`config.mk`:
```
export PLATFORM = sky130hd
export DESIGN_NAME = spi_ctl_engine
export DESIGN_NICKNAME = d
export VERILOG_FILES = /design/src/rtl/spi_ctl_pkg.sv /design/src/rtl/spi_ctl_shifter.sv /design/src/rtl/spi_ctl_hdr_chk.sv /design/src/rtl/spi_ctl_burst.sv /design/src/rtl/spi_ctl_engine.sv
export SDC_FILE = /design/constraint.sdc
export NUM_CORES = 1
export LEC_CHECK = 0
export BUFFER_PORTS_ARGS = -buffer_cell sky130_fd_sc_hd__buf_2
export CORE_AREA = 5 5 167 169
export DETAILED_ROUTE_END_ITERATION = 6
export DIE_AREA = 0 0 172 174
export PLACE_DENSITY = 0.55
export SLEW_MARGIN = 20
export SYNTH_ARGS = -nofsm -noshare
export SYNTH_HDL_FRONTEND = slang
export SYNTH_SLANG_ARGS = --single-unit
```
`constraint.sdc`:
```
create_clock -name clk -period 3.5 [get_ports clk]
set_input_delay 0.525 -clock clk [delete_from_list [all_inputs] [get_ports clk]]
set_output_delay 0.525 -clock clk [all_outputs]
set_load 0.05 [all_outputs]
```
`src/rtl/spi_ctl_pkg.sv`:
```
package spi_ctl_pkg;
  localparam int WORD_W = 32;
  localparam int MAP_W  = 4;
  localparam int ADDR_W = 16;
  localparam int LEN_W  = 7;
  localparam int CNT_W  = LEN_W + 1;
  localparam int FAULT_BIT = 30;

  typedef struct packed {
    logic              is_data;
    logic              fault;
    logic              write;
    logic              hold;
    logic [MAP_W-1:0]  map;
    logic [ADDR_W-1:0] addr;
    logic [LEN_W-1:0]  len;
    logic              par;
  } cmd_hdr_t;

  typedef enum logic [1:0] {ST_HDR, ST_WR, ST_RD, ST_SKIP} burst_st_t;

  function automatic logic odd_fill(input logic [WORD_W-2:0] v);
    return ~^v;
  endfunction
endpackage

```
`src/rtl/spi_ctl_shifter.sv`:
```
module spi_ctl_shifter
  import spi_ctl_pkg::*;
(
  input  logic              clk,
  input  logic              rst,
  input  logic              cs_n,
  input  logic              bit_en,
  input  logic              mosi,
  input  logic              load_en,
  input  logic [WORD_W-1:0] load_word,
  output logic              miso,
  output logic              word_done,
  output logic [WORD_W-1:0] word_in
);
  localparam int BC_W = $clog2(WORD_W);
  localparam logic [BC_W-1:0] LAST_BIT = BC_W'(WORD_W - 1);

  logic [WORD_W-1:0] rx_sh;
  logic [WORD_W-1:0] tx_sh;
  logic [BC_W-1:0]   bcnt;

  always_ff @(posedge clk) begin
    if (rst || cs_n) begin
      rx_sh     <= '0;
      tx_sh     <= '0;
      bcnt      <= '0;
      word_done <= 1'b0;
      word_in   <= '0;
    end else begin
      word_done <= 1'b0;
      if (bit_en) begin
        rx_sh <= {rx_sh[WORD_W-2:0], mosi};
        tx_sh <= {tx_sh[WORD_W-2:0], 1'b0};
        if (bcnt == LAST_BIT) begin
          bcnt      <= '0;
          word_done <= 1'b1;
          word_in   <= {rx_sh[WORD_W-2:0], mosi};
        end else begin
          bcnt <= bcnt + 1'b1;
        end
      end
      if (load_en) tx_sh <= load_word;
    end
  end

  assign miso = tx_sh[WORD_W-1];
endmodule

```
`src/rtl/spi_ctl_hdr_chk.sv`:
```
module spi_ctl_hdr_chk
  import spi_ctl_pkg::*;
(
  input  logic [WORD_W-1:0] word,
  output cmd_hdr_t          hdr,
  output logic              par_ok,
  output logic [WORD_W-1:0] echo
);
  logic [WORD_W-1:0] body;

  always_comb begin
    hdr    = cmd_hdr_t'(word);
    par_ok = ^word;
    body   = word;
    body[FAULT_BIT] = ~par_ok;
    body[0] = odd_fill(body[WORD_W-1:1]);
    echo   = body;
  end
endmodule

```
`src/rtl/spi_ctl_burst.sv`:
```
module spi_ctl_burst
  import spi_ctl_pkg::*;
(
  input  logic              clk,
  input  logic              rst,
  input  logic              cs_n,
  input  logic              word_done,
  input  logic [WORD_W-1:0] word_in,
  input  cmd_hdr_t          hdr,
  input  logic              par_ok,
  input  logic [WORD_W-1:0] echo,
  input  logic [WORD_W-1:0] reg_rdata,
  input  logic              reg_rvalid,
  output logic              load_en,
  output logic [WORD_W-1:0] load_word,
  output logic [MAP_W-1:0]  reg_map,
  output logic [ADDR_W-1:0] reg_addr,
  output logic              reg_wr,
  output logic [WORD_W-1:0] reg_wdata,
  output logic              reg_rd
);
  burst_st_t         state;
  logic [ADDR_W-1:0] cur_addr;
  logic              hold;
  logic [CNT_W-1:0]  left_acc;
  logic [CNT_W-1:0]  left_tx;
  logic [WORD_W-1:0] rd_buf;
  logic [CNT_W-1:0]  burst_n;

  function automatic logic [ADDR_W-1:0] step(input logic [ADDR_W-1:0] a,
                                             input logic h);
    return h ? a : a + 1'b1;
  endfunction

  assign burst_n = CNT_W'(hdr.len) + 1'b1;

  always_comb begin
    load_en   = word_done && !cs_n;
    load_word = '0;
    case (state)
      ST_HDR:  load_word = hdr.is_data ? '0 : echo;
      ST_RD:   load_word = rd_buf;
      default: load_word = '0;
    endcase
  end

  always_ff @(posedge clk) begin
    if (rst || cs_n) begin
      state     <= ST_HDR;
      reg_wr    <= 1'b0;
      reg_rd    <= 1'b0;
      reg_map   <= '0;
      reg_addr  <= '0;
      reg_wdata <= '0;
      cur_addr  <= '0;
      hold      <= 1'b0;
      left_acc  <= '0;
      left_tx   <= '0;
      rd_buf    <= '0;
    end else begin
      reg_wr <= 1'b0;
      reg_rd <= 1'b0;
      if (reg_rvalid) rd_buf <= reg_rdata;
      if (word_done) begin
        case (state)
          ST_HDR: begin
            if (hdr.is_data || !par_ok) begin
              state <= ST_SKIP;
            end else begin
              reg_map <= hdr.map;
              hold    <= hdr.hold;
              if (hdr.write) begin
                cur_addr <= hdr.addr;
                left_acc <= burst_n;
                state    <= ST_WR;
              end else begin
                reg_rd   <= 1'b1;
                reg_addr <= hdr.addr;
                cur_addr <= step(hdr.addr, hdr.hold);
                left_acc <= CNT_W'(hdr.len);
                left_tx  <= burst_n;
                state    <= ST_RD;
              end
            end
          end
          ST_WR: begin
            reg_wr    <= 1'b1;
            reg_wdata <= word_in;
            reg_addr  <= cur_addr;
            cur_addr  <= step(cur_addr, hold);
            left_acc  <= left_acc - 1'b1;
            if (left_acc == CNT_W'(1)) state <= ST_SKIP;
          end
          ST_RD: begin
            left_tx <= left_tx - 1'b1;
            if (left_tx == CNT_W'(1)) state <= ST_SKIP;
            if (left_acc != '0) begin
              reg_rd   <= 1'b1;
              reg_addr <= cur_addr;
              cur_addr <= step(cur_addr, hold);
              left_acc <= left_acc - 1'b1;
            end
          end
          default: state <= ST_SKIP;
        endcase
      end
    end
  end
endmodule

```
`src/rtl/spi_ctl_engine.sv`:
```
module spi_ctl_engine
  import spi_ctl_pkg::*;
(
  input  logic              clk,
  input  logic              rst,
  input  logic              cs_n,
  input  logic              bit_en,
  input  logic              mosi,
  output logic              miso,
  output logic [MAP_W-1:0]  reg_map,
  output logic [ADDR_W-1:0] reg_addr,
  output logic              reg_wr,
  output logic [WORD_W-1:0] reg_wdata,
  output logic              reg_rd,
  input  logic [WORD_W-1:0] reg_rdata,
  input  logic              reg_rvalid
);
  logic              word_done;
  logic [WORD_W-1:0] word_in;
  logic              load_en;
  logic [WORD_W-1:0] load_word;
  cmd_hdr_t          hdr;
  logic              par_ok;
  logic [WORD_W-1:0] echo;

  spi_ctl_shifter u_shift (
    .clk(clk), .rst(rst), .cs_n(cs_n), .bit_en(bit_en), .mosi(mosi),
    .load_en(load_en), .load_word(load_word), .miso(miso),
    .word_done(word_done), .word_in(word_in)
  );

  spi_ctl_hdr_chk u_hdr (
    .word(word_in), .hdr(hdr), .par_ok(par_ok), .echo(echo)
  );

  spi_ctl_burst u_burst (
    .clk(clk), .rst(rst), .cs_n(cs_n), .word_done(word_done),
    .word_in(word_in), .hdr(hdr), .par_ok(par_ok), .echo(echo),
    .reg_rdata(reg_rdata), .reg_rvalid(reg_rvalid),
    .load_en(load_en), .load_word(load_word), .reg_map(reg_map),
    .reg_addr(reg_addr), .reg_wr(reg_wr), .reg_wdata(reg_wdata),
    .reg_rd(reg_rd)
  );
endmodule

```
* After elaboration in Yosys (flattened, before gate mapping)
Index checks and enable logic that the tools add are counted.
** Word-level totals
- Register bits :: 222
- Bits of input ports :: 38
- Output and inout bits :: 55
- Word-level logic and storage cells :: 90
** Cells by class
- Add/sub/neg operators :: 6
- Equal/unequal tests :: 10
- Multiplexer cells :: 33
- Bitwise operators :: 4
- Reduce and logical (&&, ||, !) cells :: 21
** Operators by type and width (number)
- 16-bit two-way mux :: 8
- 16-bit case mux with 3 select lines :: 2
- 32-bit two-way mux :: 2
- 32-bit case mux with 2 select lines :: 1
- 8-bit two-way mux :: 5
- 16-bit by 1-bit adder with 16-bit output, second input constant :: 2
- 32-bit XOR reduction :: 1
- 31-bit two-way mux :: 1
- 31-bit XNOR reduction :: 1
- 8-bit case mux with 3 select lines :: 1
- 8-bit by 1-bit == test with 1-bit output, second input constant :: 2
- 8-bit case mux with 2 select lines :: 1
- 8-bit by 1-bit subtractor with 8-bit output, second input constant :: 2
- 7-bit by 1-bit adder with 8-bit output, second input constant :: 1
- 2-bit two-way mux :: 4
- 4-bit AND reduction :: 2
- 8-bit nonzero test :: 1
- 2-bit by 1-bit inequality test with 1-bit output, second input constant :: 3
- 2-bit case mux with 3 select lines :: 1
- 3-bit AND reduction :: 2
- 5-bit by 1-bit adder with 5-bit output, second input constant :: 1
- 5-bit == test, second input constant :: 1
- 1-bit two-way mux :: 5
- 5-bit two-way mux :: 1
- 14 further kinds :: 23

* Longest topological paths before layout
- Depth after elaboration :: 6
- Gate-level depth with buffers :: 10
- Depth with buffers taken out :: 9

* Cells and area by module
Synthesis repeated with hierarchy kept, for this count alone.
** Second synthesis, totals
- Cells, all modules :: 1254
- Area total of the unflattened synthesis :: 10923.0 um^2
** By module, submodules not included
- spi_ctl_burst :: times used 1, cells an instance 751, area each 6216.0 um^2, seq. area each 2422.3 um^2
- spi_ctl_shifter :: times used 1, cells an instance 409, area each 3953.8 um^2, seq. area each 2021.9 um^2
- spi_ctl_hdr_chk :: times used 1, cells an instance 94, area each 753.2 um^2, seq. area each 0.0 um^2

* Worst setup path before layout
No wires, ideal clock.
- Path type :: flip-flop to flip-flop
- Start point :: reg u_shift.word_in[3]
- End point :: reg u_burst.reg_addr[10]
- Setup time :: 0.134 ns
- Data arrival time :: 2.631 ns
- Required time :: 3.366 ns
- Setup slack :: 0.735 ns
- Cell stages (with the launch flop) :: 11
- Path buffers :: 2
- Clock period less this slack :: 2.765 ns
- Cell sequence :: dfxtp_1 ha_1 xnor2_1 xnor2_1 xnor2_1 xnor3_2 o31a_1 buf_6 nor2_1 buf_2 a211oi_1
** On the way
- Longest elaborated chain between the ends :: 5
** Ends and longest elaborated chain
- start, declared :: RTL line spi_ctl_shifter.sv:13 : output logic [WORD_W-1:0] word_in
- start signal, assigned :: RTL line spi_ctl_shifter.sv:37 : word_in <= {rx_sh[WORD_W-2:0], mosi};
- 32-bit XOR reduction :: RTL line spi_ctl_hdr_chk.sv:13 : par_ok = ^word;
- 1-bit zero test :: RTL line spi_ctl_burst.sv:67 : if (hdr.is_data || !par_ok) begin
- 1-bit logical OR :: RTL line spi_ctl_burst.sv:67
- 2-bit inequality test (no line)
- 5-bit AND reduction (no line)
- end signal, assigned :: RTL line spi_ctl_burst.sv:78 : reg_addr <= hdr.addr;
- end signal, assigned :: RTL line spi_ctl_burst.sv:89 : reg_addr <= cur_addr;
- end signal, assigned :: RTL line spi_ctl_burst.sv:99 : reg_addr <= cur_addr;
- end, declared :: RTL line spi_ctl_burst.sv:17 : output logic [ADDR_W-1:0] reg_addr,
Every way passes these cells.
A chain may end at the register's enable or synchronous reset.

* Worst setup path in the final report
- Start point :: reg u_shift.word_in[2]
- End point :: reg u_burst.left_tx[0]
** On the way
- Longest elaborated chain between the ends :: 5
** Ends and longest elaborated chain
- 32-bit XOR reduction :: RTL line spi_ctl_hdr_chk.sv:13
- 1-bit zero test :: RTL line spi_ctl_burst.sv:67
- 1-bit logical OR :: RTL line spi_ctl_burst.sv:67
- 2-bit inequality test (no line)
- 4-bit AND reduction (no line)
- end signal, assigned :: RTL line spi_ctl_burst.sv:81 : left_tx <= burst_n;
- end signal, assigned :: RTL line spi_ctl_burst.sv:95 : left_tx <= left_tx - 1'b1;
- end, declared :: RTL line spi_ctl_burst.sv:26 : logic [CNT_W-1:0] left_tx;
Every way passes these cells.

==> flow_summary_export.csv <==
group,metric,value,unit
grt,antenna_found_initial,0,
synthesis,synthMuxAreaShare,11.50,%
finish,syn_to_final_growth,16.55,%
synthesis,synthFlopType,"dfxtp_1",
finish,regArea,4444,sq um
setup_path,path_cells,"ha_1 -> xnor2_1 -> xnor2_1 -> xnor2_1 -> xnor3_2 -> o31a_1 -> or4_1 -> a31oi_1",
routing,route.detailed.drc,0,
finish,num_antenna_cells,0,
finish,n_fill_cell,2583,
cts,cts_tree,"done",
grt,use_met3,3.002,%
die,fp.coreArea,26430,sq um
cts,cts_sinks,222,
routing,via_per_inst,5.472,
pwr,pwr-share-clk,49.6,%
run_status,status,"completed",
pwr,total_power,5372,uW
placed_design,dp_hpwl,20.06,mm
run,drv_cap,0,
setup_path,worst-path-max-fanout,10,
pwr,power-per-cell-area,448.7,nW/um^2
synthesis,synth_compound_area_share,18.65,%
placed_design,gp_congestion,0.8590,
cts,cts_resized,0,
grt,grt_max_degree,54,
grt,grt_pass1_vias,8205,
cts,htree_levels,1,
routing,drtIter0Drc,664,
setup_path,critPathLaunchType,"register",
sta,timing.final.max_slew_violations,0,
cts,clock_latency,520,ps
die,start_util,38.87,%
sta,fin_ws,587.9,ps
cts,clk_pin_slew,60,ps
synthesis,synth_warnings,0,
pwr,switching_share,21.77,%
routing,finalWirelength,29.50,mm
grt,busiest_layer,"met2",
sta,hold_viol,0,
worst_hold_path,hp-class,"in2reg",
routing,avgRoutedWirePerCell,19.01,um
pwr,p_int,4202,uW
setup_path,cp_data_arrival_time,3360,ps
setup_path,critical_path_class,"reg2reg",
sta,max_freq,0.3434,GHz
pwr,p_sw,1169,uW
die,die_w,172,um
synthesis,synth_top_family_by_area,"compound AO/OA/AOI/OAI gates",
cts,numCtsBuffers,25,
grt,use_met2,29.17,%
synthesis,avgSynthCellArea,9.131,sq um
synthesis,ys_seq_area_share,43.26,%
routing,vias,8493,
cts,cts_setup_buffers,0,
sta,setup_viol,0,
cts,cts_root_buffer,"clkbuf_16",
placed_design,pre_cts_ws,619.1,ps
pwr,p_comb_share,2.9,%
grt,overflow,0,
routing,ant_nets,0,
synthesis,synth-xor-area-share,5.591,%
synthesis,async_flop_share,0,%
synthesis,ys_types,53,
synthesis,synthAdderAreaFrac,3.776,%
cts,ctsHoldBuffers,0,
setup_path,end_kind,"register",
sta,rsz0062_at_grt,"false",
sta,slew_headroom,35.02,%
cts,cts_max_path_buffers,3,
setup_path,slowest_delay,550,ps
setup_path,worstPathRequired,3950,ps
synthesis,syn-num-nets,1194,
pwr,p_leak,0.004711,uW
finish,design_area,11970,sq um
grt,grt_pass1_wl,47.08,mm
pwr,peakVddDrop,435.3,uV
grt,grtUsageMet1,29.09,%
sta,skew,10.82,ps
setup_path,crit_slowest_cell,"xnor3_2",
synthesis,syn_inst,1125,
finish,final_cell_mix,"dfxtp_1 (222), nand2_1 (123), mux2i_1 (118), nor2_1 (110), buf_2 (91)",
die,row_count,60,
synthesis,synth-simple-area-share,13.05,%
finish,final_core_util,45.31,%
die,die_h,174,um
synthesis,synth_edf_count,0,
finish,final_common_cell,"dfxtp_1",
routing,drtPass1Iterations,5,
sta,worst_pin_slew,974.8,ps
sta,fin_setup_tns,0,ps
die,pin_count,93,
sta,fin_crit_sh,83.20,%
pwr,p_seq_share,47.5,%
setup_path,cpMostUsedCell,"xnor2_1",
synthesis,ys_ff_latch,222,
die,dieArea,29930,sq um
placed_design,numPortBuffers,92,
grt,grt_usage,19.28,%
finish,multi_input_area,5433,sq um
placed_design,dpl_cell_area,11140,sq um
finish,drive_gt1_share,15.94,%
synthesis,synth_area,10270,sq um
setup_path,reg2reg_slack,590,ps
sta,finalCriticalPeriod,2912,ps
finish,nets,1263,
==> cell usage after synthesis (7+ instances only) <==
cell type  count  share of area [%]
ha_1          31                3.8
dfxtp_1      222                 43
clkbuf_1      71                2.6
nor2b_1        7               0.43
a31oi_1       16               0.97
mux2i_1      118                 11
a21oi_1       72                3.5
o21ai_0       20               0.97
nor2_1       112                4.1
nand2_1      123                4.5
a211oi_1      54                3.9
xnor2_1       36                3.1
xor2_1        25                2.1
a22o_1        31                2.6
nor3_1         8               0.39
buf_1         14               0.51
nand4_1        7               0.43
nand3_1       26                1.3
o31ai_1       13               0.95
a221oi_1      30                2.6
inv_1         12               0.44
a32o_1         8               0.78
==> sequential cells by signal, indices dropped and copies added (netlist names), 8 cells and up <==
signal,cells
u_burst.left_acc,8
u_shift.tx_sh,32
u_burst.rd_buf,32
u_shift.rx_sh,31
u_shift.word_in,32
u_burst.reg_wdata,32
u_burst.left_tx,8
u_burst.cur_addr,16
u_burst.reg_addr,16
==> final cells by class <==
class	instances	share of cell area, %
Multi-Input combinational cell	797	45.38
Sequential cell	222	37.12
Timing Repair Buffer	135	6.563
Clock buffer	36	6.155
Tap cell	341	3.564
Clock inverter	8	0.8151
Inverter	13	0.4076
==> metal layers <==
metal  up-vias  share of wire, %
li1       4206                 -
met1      4020                49
met2       237                44
met3        30               5.3
met4         0               1.6
met5         -                 0
==> stage by stage <==
| stage | hold WS, ps | cells |
|---|---|---|
| 2_1_floorplan | 441.7 | 1125 |
| 3_3_place_gp | 442.9 | 1508 |
| 3_5_place_dp | 445.9 | 1508 |
| 4_1_cts | 224.7 | 1552 |
| 5_1_grt | 240.0 | 1552 |
| 6_report | 237.5 | 1552 |
==> path summary, 6_finish.rpt <==
check | startpoint | to | depth (start not counted)
worst max-delay path | u_shift.word_in[2] | u_burst.left_tx[0] | 8
worst min register to register | u_burst.reg_wdata[29] | u_burst.reg_wdata[29] | 2
worst min-delay path | reg_rdata[26] | u_burst.rd_buf[26] | 3
worst max register to register | u_shift.word_in[2] | u_burst.left_tx[0] | 8
==> power groups by stage <==
stage                     sequential, uW  clock, uW  combinational (uW)
final                               2550       2670                 154
after global placement              2610          0                 154
after detailed placement            2610          0                 155
after global routing                2550       2840                 168
after CTS                           2550       2720                 156
after floorplan                     2600          0                 108
==> kinds of logic (layout without fill, tap and decap cells) <==
kind of cell | Yosys count | count (layout)
AO/OA/AOI/OAI | 274 | 274
flip-flops | 222 | 222
multiplexers | 118 | 118
XOR/XNOR | 63 | 63
AND/OR/NAND/NOR | 311 | 311
buffers and inverters | 106 | 192
adder cells (fa/ha/maj) | 31 | 31
==> critical path, delay by kind of cell, from the launching register on <==
family	cells	cell delay, ps
compound gates	2	580
xor+xnor	4	1060
fa+ha+maj	1	270
flops	1	420
simple gates	1	500
Note: power is estimated with default switching activity, not from simulation.
